## config.mk

```make
export PLATFORM = sky130hd
export DESIGN_NAME = tlp_link_pulse
export DESIGN_NICKNAME = d
export VERILOG_FILES = /design/src/rtl/tlp_pkg.sv /design/src/rtl/tlp_tick_gen.sv /design/src/rtl/tlp_tx_sched.sv /design/src/rtl/tlp_rx_judge.sv /design/src/rtl/tlp_link_pulse.sv
export SDC_FILE = /design/constraint.sdc
export NUM_CORES = 1
export LEC_CHECK = 0
export ABC_AREA = 1
export BUFFER_PORTS_ARGS = -buffer_cell sky130_fd_sc_hd__buf_2
export CAP_MARGIN = 20
export CORE_ASPECT_RATIO = 1.25
export CORE_UTILIZATION = 55
export CTS_CLUSTER_SIZE = 24
export DETAILED_ROUTE_END_ITERATION = 16
export PLACE_DENSITY = 0.75
export SLEW_MARGIN = 40
export SYNTH_ARGS = -nofsm -noshare
export SYNTH_HDL_FRONTEND = slang
export SYNTH_SLANG_ARGS = --single-unit
```

## constraint.sdc

```tcl
create_clock -name clk -period 1.45 [get_ports clk]
set_input_delay 0.29 -clock clk [delete_from_list [all_inputs] [get_ports clk]]
set_output_delay 0.29 -clock clk [all_outputs]
set_load 0.03 [all_outputs]
```

## src/rtl/tlp_pkg.sv

```systemverilog
package tlp_pkg;
  // Verdict on the spacing of a received link pulse.
  typedef enum logic [1:0] {
    SPC_NONE  = 2'd0,  // no reference pulse yet
    SPC_EARLY = 2'd1,  // closer than the minimum window
    SPC_OK    = 2'd2,  // inside the accepted window
    SPC_LATE  = 2'd3   // beyond the maximum window
  } spacing_e;
endpackage

```

## src/rtl/tlp_tick_gen.sv

```systemverilog
module tlp_tick_gen #(
  parameter int unsigned TICK_DIV = 25000
) (
  input  logic clk,
  input  logic rst_n,
  output logic tick
);
  generate
    if (TICK_DIV <= 1) begin : g_every
      assign tick = 1'b1;
    end else begin : g_div
      localparam int unsigned CW = $clog2(TICK_DIV);
      logic [CW-1:0] cnt;

      always_ff @(posedge clk) begin
        if (!rst_n) cnt <= '0;
        else if (cnt == CW'(TICK_DIV - 1)) cnt <= '0;
        else cnt <= cnt + 1'b1;
      end

      assign tick = (cnt == CW'(TICK_DIV - 1));

      // the timers depend on ticks being isolated strobes
      p_tick_isolated_r9: assert property (@(posedge clk) disable iff (!rst_n)
        tick |=> !tick);
    end
  endgenerate
endmodule

```

## src/rtl/tlp_tx_sched.sv

```systemverilog
module tlp_tx_sched #(
  parameter int unsigned TX_GAP     = 16,
  parameter int unsigned PULSE_CLKS = 3
) (
  input  logic clk,
  input  logic rst_n,
  input  logic tick,
  input  logic tx_active,
  output logic tx_pulse_req,
  output logic tx_pulse_en
);
  localparam int unsigned GW = $clog2(TX_GAP + 1);
  localparam int unsigned WW = $clog2(PULSE_CLKS + 1);

  logic [GW-1:0] gap_cnt;
  logic [WW-1:0] wid_cnt;
  logic          req_q;
  logic          fire;

  // Idle cadence reached: schedule a pulse for the next cycle.
  assign fire = tick && !tx_active && (gap_cnt == GW'(TX_GAP - 1));

  always_ff @(posedge clk) begin
    if (!rst_n) begin
      gap_cnt <= '0;
      wid_cnt <= '0;
      req_q   <= 1'b0;
    end else begin
      req_q <= fire;
      // Traffic holds the cadence at zero; it restarts once idle.
      if (tx_active) gap_cnt <= '0;
      else if (tick) gap_cnt <= fire ? '0 : gap_cnt + 1'b1;
      // Width counter; traffic cuts a pulse in progress.
      if (tx_active) wid_cnt <= '0;
      else if (fire) wid_cnt <= WW'(PULSE_CLKS);
      else if (wid_cnt != '0) wid_cnt <= wid_cnt - 1'b1;
    end
  end

  assign tx_pulse_req = req_q;
  assign tx_pulse_en  = (wid_cnt != '0);

  p_req_single_r2: assert property (@(posedge clk) disable iff (!rst_n)
    tx_pulse_req |=> !tx_pulse_req);

  p_en_starts_with_req_r3: assert property (@(posedge clk) disable iff (!rst_n)
    $rose(tx_pulse_en) |-> tx_pulse_req);

  p_quiet_when_busy_r4: assert property (@(posedge clk) disable iff (!rst_n)
    tx_active |=> (!tx_pulse_req && !tx_pulse_en));
endmodule

```

## src/rtl/tlp_rx_judge.sv

```systemverilog
module tlp_rx_judge
  import tlp_pkg::*;
#(
  parameter int unsigned MIN_GAP    = 5,
  parameter int unsigned MAX_GAP    = 52,
  parameter int unsigned LOSS_TICKS = 52
) (
  input  logic clk,
  input  logic rst_n,
  input  logic tick,
  input  logic rx_active,
  input  logic rx_pulse,
  output logic link_good
);
  localparam int unsigned SW  = $clog2(MAX_GAP + 2);
  localparam int unsigned LW  = $clog2(LOSS_TICKS + 1);
  localparam logic [SW-1:0] SAT = SW'(MAX_GAP + 1);

  logic [SW-1:0] since;     // ticks since the reference pulse, saturating
  logic [LW-1:0] idle_cnt;  // ticks since any receive activity
  logic          have_ref;
  logic          one_ok;    // one valid spacing already seen
  logic          link_q;
  logic          loss_hit;
  spacing_e      verdict;

  always_comb begin
    if (!have_ref)                    verdict = SPC_NONE;
    else if (since < SW'(MIN_GAP))    verdict = SPC_EARLY;
    else if (since > SW'(MAX_GAP))    verdict = SPC_LATE;
    else                              verdict = SPC_OK;
  end

  assign loss_hit = tick && !rx_active && !rx_pulse &&
                    (idle_cnt == LW'(LOSS_TICKS - 1));

  always_ff @(posedge clk) begin
    if (!rst_n) begin
      since    <= '0;
      idle_cnt <= '0;
      have_ref <= 1'b0;
      one_ok   <= 1'b0;
      link_q   <= 1'b0;
    end else begin
      if (rx_active || rx_pulse) idle_cnt <= '0;
      else if (tick) idle_cnt <= loss_hit ? '0 : idle_cnt + 1'b1;

      if (rx_pulse) since <= '0;
      else if (tick && since != SAT) since <= since + 1'b1;

      if (loss_hit) begin
        have_ref <= 1'b0;
        one_ok   <= 1'b0;
        link_q   <= 1'b0;
      end else begin
        if (rx_pulse) begin
          have_ref <= 1'b1;
          if (verdict == SPC_OK) begin
            one_ok <= 1'b1;
            if (one_ok) link_q <= 1'b1;
          end else begin
            one_ok <= 1'b0;
          end
        end
        if (rx_active) link_q <= 1'b1;
      end
    end
  end

  assign link_good = link_q;

  p_rise_needs_activity_r5: assert property (@(posedge clk) disable iff (!rst_n)
    $rose(link_good) |-> $past(rx_active || rx_pulse));

  p_early_no_link_r6: assert property (@(posedge clk) disable iff (!rst_n)
    (rx_pulse && verdict == SPC_EARLY && !rx_active && !link_good) |=> !link_good);

  p_packet_sets_link_r8: assert property (@(posedge clk) disable iff (!rst_n)
    rx_active |=> link_good);

  p_loss_clears_r9: assert property (@(posedge clk) disable iff (!rst_n)
    loss_hit |=> !link_good);
endmodule

```

## src/rtl/tlp_link_pulse.sv

```systemverilog
module tlp_link_pulse #(
  parameter int unsigned TICK_DIV   = 25000,
  parameter int unsigned TX_GAP     = 16,
  parameter int unsigned PULSE_CLKS = 3,
  parameter int unsigned MIN_GAP    = 5,
  parameter int unsigned MAX_GAP    = 52,
  parameter int unsigned LOSS_TICKS = 52
) (
  input  logic clk,
  input  logic rst_n,
  input  logic tx_active,
  input  logic rx_active,
  input  logic rx_pulse,
  output logic tx_pulse_req,
  output logic tx_pulse_en,
  output logic link_good
);
  logic tick;

  tlp_tick_gen #(.TICK_DIV(TICK_DIV)) u_tick (
    .clk  (clk),
    .rst_n(rst_n),
    .tick (tick)
  );

  tlp_tx_sched #(.TX_GAP(TX_GAP), .PULSE_CLKS(PULSE_CLKS)) u_tx (
    .clk         (clk),
    .rst_n       (rst_n),
    .tick        (tick),
    .tx_active   (tx_active),
    .tx_pulse_req(tx_pulse_req),
    .tx_pulse_en (tx_pulse_en)
  );

  tlp_rx_judge #(.MIN_GAP(MIN_GAP), .MAX_GAP(MAX_GAP), .LOSS_TICKS(LOSS_TICKS)) u_rx (
    .clk      (clk),
    .rst_n    (rst_n),
    .tick     (tick),
    .rx_active(rx_active),
    .rx_pulse (rx_pulse),
    .link_good(link_good)
  );

  // outputs idle in the first cycle after reset
  p_reset_quiet_r1: assert property (@(posedge clk)
    !$past(rst_n) |-> (!tx_pulse_req && !tx_pulse_en && !link_good));
endmodule

```

==> reports/metrics.cfg, run 1 <==
[setup_path]
arrival_ps = 1680
crit_fanout = 8
crit_path_top_delay_cell = dfxtp_2
critPathTopFamily = simple AND/OR/NAND/NOR gates
crit_type = reg -> reg
slowest_delay_ps = 350
crit_path_frequent_cell = nand2_1
worstPathCellList = ha_4 -> nand2_1 -> inv_1 -> nand2_2 -> nor2_4 -> nand2_4 -> buf_6 -> nor3_4 -> inv_2 -> nand2_1
end_kind = flip-flop
start_kind = flip-flop
critPathBufInv = 3
required_ps = 1700

[finish]
nets = 315
drive_gt1_frac = 0.281
diodes = 0
fill_cells = 292
fin_util = 0.680
area_growth_pct = 18.0

[grt]
met2_usage = 0.394
grt_pass1_wl_um = 6780
grt_max_degree = 13
overflow = 0
busiest_layer = met2
antenna_found_initial = 0
grt_usage = 0.218
grt_use_met1 = 0.233
met3_usage = 0.0597
grt_pass1_vias = 1666

[clock_network]
cts_tree = yes
clockBufferDepth = 2
cts_max_level = 2
insertion_delay_ps = 300
cts_sinks = 38
clkTransAtPathRegs_ps = 80
cts_buffers = 5
cts_root_buf = clkbuf_8

[synth]
seq_area_frac_synth = 0.376
syn_area_per_cell_sq_um = 7.31
netlist_area_sq_um = 2020
synthesis.yosys.warnings = 0
yosysUniqueCellTypes = 28
syn_nets = 291
yosys_register_bits = 38
postSynthCellCount = 277

[route]
num_vias = 1748
wirelength_um = 3850
dr.pass1.iters = 4
drc_errors = 0
antenna_left = 0
via_per_inst = 5.13
avgRoutedWirePerCell_um = 11.3
drt_iter0_drc = 93

[floorplan]
rows = 24
die_y_um = 69.8
dieArea_sq_um = 3930
initial_core_util = 0.576
num_io_pins = 8
coreArea_sq_um = 3510
die_x_um = 56.3

[placed_design]
dpl.hpwl_um = 2900
routabilityCongestion = 0.864
place_ws_ps = 13.7
port-buffer-count = 7

[flow_run]
maxCapViolations = 0

[power]
combPwrFrac = 0.046
ir_drop_mv = 1.10
p_sw_frac = 0.216
p_sw_uw = 442
power_frac_seq = 0.521
clkPwrFrac = 0.433
power_density_nw_per_um2 = 855
finalPower_mw = 2.04
p_int_mw = 1.60
power.leakage_nw = 0.959

[hold_path]
min_path_type = in -> reg

[sta]
clock_skew_ps = 11.0
setup_slack_ps = 18.8
slew_viol_final = 0
finalCritPeriodShare = 0.987
final_period_minus_worst_setup_slack_ps = 1430
max_freq_mhz = 699
final-setup-viol-count = 0
worst_slew_pin_slew_ps = 229
slew_headroom = 0.847
finalHoldViolCount = 0
rsz0062_at_grt = yes

[status]
outcome = finished, final reports clean

-- final cells by class --
class,instances,area (sq um),share of cell area
clock inverter,3,40.0,0.0168
timing repair buffer,18,140,0.0586
clock buffer,5,68.8,0.0288
tap,39,48.8,0.0204
sequential,38,769,0.322
multi-input combinational,194,1160,0.484
inverter,44,165,0.0691
-- metrics by stage --
step                area [sq um]  setup TNS (ps)  hold slack [ps]  cells
detailed placement          2180               0              454    331
floorplan                   2020               0              416    277
global placement            2180               0              451    331
CTS                         2290               0              271    339
global route                2390            -274              292    341
finish                      2390               0              270    341
-- power groups by stage --
stage	clock network (mW)	logic [mW]	registers, mW
after floorplan	0	0.0452	1.09
after global placement	0	0.0842	1.08
after detailed placement	0	0.0859	1.09
after CTS	0.903	0.0863	1.06
after global routing	0.940	0.105	1.07
final	0.885	0.0934	1.07
-- worst min-delay path, stage by stage --
cell	delay (ps)
buf_2	120
nor2_1	40
nor2_1	80
-- kinds of logic after synthesis --
kind of cell    Yosys count  share of synthesized area
compound gates           30                     0.0791
xor+xnor                  9                     0.0389
fa+ha+maj                 9                     0.0556
buf+inv                  45                     0.0871
flops                    38                      0.376
simple gates            146                      0.363
-- per-layer routing --
metal  wire length (um)  vias to the layer above
met5                  0                        -
met4                 76                        0
met3                152                        8
met2               2060                       33
met1               1550                      782
li1                   -                      925
-- state kept, by name, indices dropped and copies added (netlist names) --
| register | flops |
|---|---|
| u_rx.one_ok | 1 |
| u_rx.since | 6 |
| u_rx.have_ref | 1 |
| u_tick.g_div.cnt | 15 |
| u_tx.gap_cnt | 5 |
| u_tx.tx_pulse_req | 1 |
| u_rx.link_good | 1 |
| u_tx.wid_cnt | 2 |
| u_rx.idle_cnt | 6 |
-- cell usage after synthesis --
| cell | n | area, sq um |
|---|---|---|
| nor3b_1 | 1 | 7.51 |
| xnor2_1 | 3 | 26.3 |
| ha_1 | 9 | 113 |
| nor3_1 | 5 | 25.0 |
| o211ai_1 | 3 | 22.5 |
| nor2_2 | 11 | 68.8 |
| nand2_4 | 1 | 11.3 |
| o21ai_1 | 2 | 10.0 |
| nand4_1 | 4 | 25.0 |
| nand3_2 | 3 | 30.0 |
| clkinv_1 | 1 | 3.75 |
| a21oi_1 | 18 | 90.1 |
| nor3_2 | 1 | 10.0 |
| inv_2 | 7 | 26.3 |
| buf_6 | 1 | 11.3 |
| dfxtp_1 | 38 | 761 |
| nand3b_1 | 2 | 15.0 |
| nand2_2 | 5 | 31.3 |
| nand3_1 | 17 | 85.1 |
| nor2_1 | 42 | 158 |
| nor3_4 | 1 | 16.3 |
| o21a_1 | 1 | 7.51 |
| inv_1 | 36 | 135 |
| o21ai_0 | 6 | 30.0 |
| nand2_1 | 47 | 176 |
| nand3b_4 | 1 | 20.0 |
| xor2_1 | 6 | 52.6 |
| nor2_4 | 5 | 56.3 |
-- what timing repair did --
item | CTS | global route
hold endpoints to repair | 0 | 0
gates resized for setup | 1 | 32
setup endpoints to repair | 1 | 35
hold buffers | 0 | 0
pin swaps | 0 | 5
setup buffers | 0 | 2
-- worst paths after layout --
| path | from | endpoint | slack, ps | cells past startpoint |
|---|---|---|---|---|
| max | u_tick.g_div.cnt[1] | u_tx.wid_cnt[0] | 20 | 10 |
| min reg2reg | u_rx.one_ok | u_rx.one_ok | 460 | 2 |
| min | rx_pulse | u_rx.have_ref | 270 | 3 |
| max reg2reg | u_tick.g_div.cnt[1] | u_tx.wid_cnt[0] | 20 | 10 |
-- layout by cell type (no fill, tap or decap), types with 8 or more instances in the layout --
master   count
a21oi_1     18
buf_4        9
dfxtp_1     31
inv_1       32
inv_2       11
nand2_1     46
nand3_1     13
nor2_1      37
nor2_2      13
nor2_4       8
Power figures use the tool's default switching activity.
==> run 2: changes to the inputs <==
--- a/config.mk
+++ b/config.mk
@@ -12,7 +12,7 @@
 export CORE_UTILIZATION = 55
 export CTS_CLUSTER_SIZE = 24
 export DETAILED_ROUTE_END_ITERATION = 16
-export PLACE_DENSITY = 0.75
+export PLACE_DENSITY = 0.77
 export SLEW_MARGIN = 40
 export SYNTH_ARGS = -nofsm -noshare
 export SYNTH_HDL_FRONTEND = slang
==> reports/metrics.cfg, run 2 (synthesized netlist as in run 1, its figures left out) <==
[status]
outcome = finished, final reports clean

[floorplan]
num_io_pins = 8
dieArea_sq_um = 3930
die_x_um = 56.3
coreArea_sq_um = 3510
rows = 24
initial_core_util = 0.576
die_y_um = 69.8

[sta]
worst_slew_pin_slew_ps = 270
finalHoldViolCount = 0
rsz0062_at_grt = yes
hold-worst-slack_ps = 270
final_period_minus_worst_setup_slack_ps = 1420
setup_tns_ps = 0
finalCritPeriodShare = 0.981
final-setup-viol-count = 0
slew_headroom = 0.819
max_freq_mhz = 703
slew_viol_final = 0
clock_skew_ps = 10.1

[power]
power_density_nw_per_um2 = 936
power.leakage_nw = 0.987
ir_drop_mv = 0.786

[clock_network]
cts_buffers = 5
clockBufferDepth = 2
cts_root_buf = clkbuf_8
clkTransAtPathRegs_ps = 80
insertion_delay_ps = 300
cts_sinks = 38
cts_max_level = 2
cts_tree = yes

[finish]
largest_reg_flops = 15
instances_no_fill = 343
regMostFlops = u_tick.g_div.cnt
final_common_cell = nand2_1
diodes = 0
drive_gt1_frac = 0.266
mostFrequentLayoutCells = nand2_1 (47), nor2_1 (38), inv_1 (35)
nets = 317
largest_registers = u_tick.g_div.cnt x15, u_rx.idle_cnt x6, u_rx.since x6
area_growth_pct = 20.3
fill_cells = 277

[hold_path]
worstHoldPathCells = 3
min_path_type = in -> reg
hold_path_end = u_rx.have_ref
worstHoldStart = rx_pulse

[flow_run]
maxCapViolations = 0

[grt]
overflow = 0
grt_usage = 0.217
antenna_found_initial = 0
grt_max_degree = 13
grt_pass1_wl_um = 6620
grt_pass1_vias = 1602

[setup_path]
start_kind = flip-flop
required_ps = 1650
reg2reg_to = u_rx.since[2]
crit_fanout = 8
r2r_slack_ps = 30
crit_type = reg -> reg
r2r_start = u_tick.g_div.cnt[1]
arrival_ps = 1620
worstRegToRegCells = 10
end_kind = flip-flop

[route]
via_per_inst = 5.07
drc_errors = 0
num_vias = 1740
antenna_left = 0
dr.pass1.iters = 4
avgRoutedWirePerCell_um = 11.7
drt_iter0_drc = 65
wirelength_um = 4020

[placed_design]
routabilityCongestion = 0.841
port-buffer-count = 7
place_inst = 331
dpl.hpwl_um = 2860

==> run 2: cell count changes in the layout (fill, tap and decap cells not counted), sizes merged <==
cell    delta
buf        +2
bufinv     +1
clkbuf     +1
clkinv     -2
==> run 2: worst max path at each step <==
stage / endpoint / slack, ps / startpoint
3_3_place_gp: u_tx.gap_cnt[2] / -8 / u_tick.g_div.cnt[0]
3_5_place_dp: u_tx.gap_cnt[2] / -60 / u_tick.g_div.cnt[0]
4_1_cts: u_rx.since[2] / 6 / u_tick.g_div.cnt[1]
5_1_grt: u_rx.since[2] / -70 / u_tick.g_div.cnt[1]
6_report: u_rx.since[2] / 30 / u_tick.g_div.cnt[1]
2_1_floorplan: u_tx.gap_cnt[2] / 50 / u_tick.g_div.cnt[0]
==> run 2: final cells by class <==
cell class | instances | area, sq um | share of cell area
timing repair buffer | 20 | 151 | 0.0621
tap | 39 | 48.8 | 0.0200
clock buffer | 6 | 82.6 | 0.0339
multi-input combinational | 194 | 1160 | 0.475
sequential | 38 | 771 | 0.316
clock inverter | 2 | 60.1 | 0.0247
inverter | 44 | 165 | 0.0678
==> run 2: what timing repair did <==
action	4_1_cts	5_1_grt
setup buffers	1	3
pin swaps	4	7
setup endpoints to repair	22	31
hold buffers	0	0
hold endpoints to repair	0	0
gates resized for setup	8	19
==> run 2: per-stage QoR <==
step | setup WS [ps] | instance area [sq um] | total power, mW | utilization
floorplan | 52.8 | 2020 | 1.13 | -
global placement | -8.26 | 2180 | 1.17 | 0.620
detailed placement | -55.9 | 2180 | 1.17 | 0.620
CTS | 6.20 | 2350 | 2.30 | 0.670
global route | -67.4 | 2440 | 2.36 | 0.693
finish | 27.5 | 2440 | 2.28 | 0.693
==> run 2: critical path, cell delays in order, from the launching register on <==
cell     delay [ps]
dfxtp_4         360
ha_4            140
nand2_1          50
inv_1            60
nand2_2          70
nor2_4          150
nand2_4         130
nor2_4          170
nand3_2          90
nand2_1          70
nor2_1           30
==> run 2: routing by layer <==
layer  track usage  vias to the layer above  wire length, um
met5             0                        -                0
met4         0.106                        0               75
met3        0.0504                        6               86
met2         0.376                       19             2060
met1         0.248                      790             1800
li1              -                      925                -
==> run 2: report_power, final <==
group	switching, mW	internal [mW]	total (mW)
Sequential	0.0103	1.05	1.07
Combinational	0.0563	0.0446	0.101
Clock	0.381	0.734	1.11
Total	0.447	1.83	2.28
==> run 3: changes to the inputs <==
--- a/config.mk
+++ b/config.mk
@@ -13,6 +13,7 @@
 export CTS_CLUSTER_SIZE = 24
 export DETAILED_ROUTE_END_ITERATION = 16
 export PLACE_DENSITY = 0.77
+export REMOVE_ABC_BUFFERS = 1
 export SLEW_MARGIN = 40
 export SYNTH_ARGS = -nofsm -noshare
 export SYNTH_HDL_FRONTEND = slang
==> reports/metrics.cfg, run 3 (synthesized netlist as in run 1, its figures left out) <==
[status]
outcome = finished, final reports clean

[floorplan]
dieArea_sq_um = 3930
die_y_um = 69.8
coreArea_sq_um = 3510
num_io_pins = 8
die_x_um = 56.3
rows = 24
initial_core_util = 0.576

[setup_path]
crit_path_top_delay_cell = dfxtp_1
crit_fanout = 8
arrival_ps = 1640
end_kind = flip-flop
required_ps = 1640
worstPathCellList = inv_1 -> nor2_2 -> nand2_4 -> nor2_4 -> nand2_4 -> nor2_4 -> nand3_2 -> nand2_1 -> nor2_1
start_kind = flip-flop
slowest_delay_ps = 350
crit_type = reg -> reg

[finish]
mostFrequentLayoutCells = nand2_1 (46), nor2_1 (38), inv_1 (32), dfxtp_1 (32), a21oi_1 (18)
regMostFlops = u_tick.g_div.cnt
diodes = 0
nets = 315
final_common_cell = nand2_1
area_growth_pct = 16.8
drive_gt1_frac = 0.268
largest_registers = u_tick.g_div.cnt x15, u_rx.idle_cnt x6, u_rx.since x6
largest_reg_flops = 15
instances_no_fill = 341

[sta]
max_freq_mhz = 691
finalHoldViolCount = 0
rsz0062_at_grt = yes
worst_slew_pin_slew_ps = 285
clock_skew_ps = 4.41
slew_viol_final = 0
finalCritPeriodShare = 0.999
slew_headroom = 0.810
final_period_minus_worst_setup_slack_ps = 1450
final-setup-viol-count = 0

[power]
power_density_nw_per_um2 = 802
power.leakage_nw = 0.962
finalPower_mw = 1.90
ir_drop_mv = 0.769

[clock_network]
cts_sinks = 38
insertion_delay_ps = 290
clkTransAtPathRegs_ps = 70
postCtsSetupBuffers = 0
clockBufferDepth = 2
cts_root_buf = clkbuf_8
cts_tree = yes
cts_max_level = 2
cts_buffers = 5
hold_buffers = 0

[grt]
antenna_found_initial = 0
grt_max_degree = 12
grt_usage = 0.210
grt_pass1_wl_um = 6620
overflow = 0
grt_pass1_vias = 1619

[route]
wirelength_um = 3860
drc_errors = 0
num_vias = 1709
avgRoutedWirePerCell_um = 11.3
drt_iter0_drc = 76
via_per_inst = 5.01
dr.pass1.iters = 4
antenna_left = 0

[hold_path]
min_path_type = in -> reg

[placed_design]
dpl.hpwl_um = 2890
port-buffer-count = 7
routabilityCongestion = 0.811
place_inst = 333

[flow_run]
maxCapViolations = 0

-- run 3: cell types whose count changed in the layout (fill, tap and decap cells not counted), moves of 2 or more --
cell       change
o21ai_1        -2
inv_1          -3
bufinv_16      -2
nor2_2         -2
nor2_4         +2
inv_2          +3
o21ai_0        +2
buf_4          -2
nand3_1        +2
-- run 3: where the power goes --
part           switching (mW)  leakage, nW  internal, mW  total (mW)
clock network           0.360       0.0482         0.383       0.743
registers             0.00943        0.310          1.06        1.06
logic                  0.0511        0.604        0.0375      0.0886
-- run 3: final timing paths --
| path | to | cells after the start | from | slack [ps] |
|---|---|---|---|---|
| worst min-delay path | u_rx.have_ref | 3 | rx_pulse | 270 |
| worst max-delay path | u_rx.since[2] | 9 | u_tick.g_div.cnt[13] | 2 |
| worst max register to register | u_rx.since[2] | 9 | u_tick.g_div.cnt[13] | 2 |
| worst min register to register | u_rx.one_ok | 2 | u_rx.one_ok | 470 |
-- run 3: metrics by stage --
step            util  setup TNS (ps)  hold WS, ps  instance area (sq um)  setup WS, ps
6_report       0.673               0          270                   2360          1.95
3_5_place_dp   0.624            -154          464                   2190         -45.6
2_1_floorplan      -           -14.5          416                   2010         -10.1
3_3_place_gp   0.624               0          452                   2190         0.115
5_1_grt        0.673            -672          281                   2360         -78.6
4_1_cts        0.653               0          268                   2290          6.89
-- run 3: per-layer routing --
layer | track usage | vias to the layer above | part of all wire
met2 | 0.349 | 28 | 0.50
met3 | 0.0448 | 8 | 0.028
met5 | 0 | - | 0
met4 | 0.0976 | 0 | 0.018
met1 | 0.256 | 756 | 0.46
li1 | - | 917 | -
-- run 3: layout make-up --
| type | instances | area [sq um] |
|---|---|---|
| Multi-Input combinational cell | 194 | 1150 |
| Fill cell | 309 | 1150 |
| Sequential cell | 38 | 768 |
| Inverter | 44 | 165 |
| Timing Repair Buffer | 18 | 136 |
| Clock buffer | 7 | 86.3 |
| Tap cell | 39 | 48.8 |
| Clock inverter | 1 | 5.00 |
-- run 3: critical path: cells and delay by family (launching register included) --
| kind | cells | cell delay, ps |
|---|---|---|
| buffers and inverters | 1 | 70 |
| flip-flops | 1 | 350 |
| AND/OR/NAND/NOR | 8 | 930 |
-- run 3: what timing repair did --
action | CTS | global route
endpoints found under the hold margin | 0 | 0
resized for setup | 3 | 25
endpoints found under the setup margin | 5 | 33
pin swaps | 0 | 8
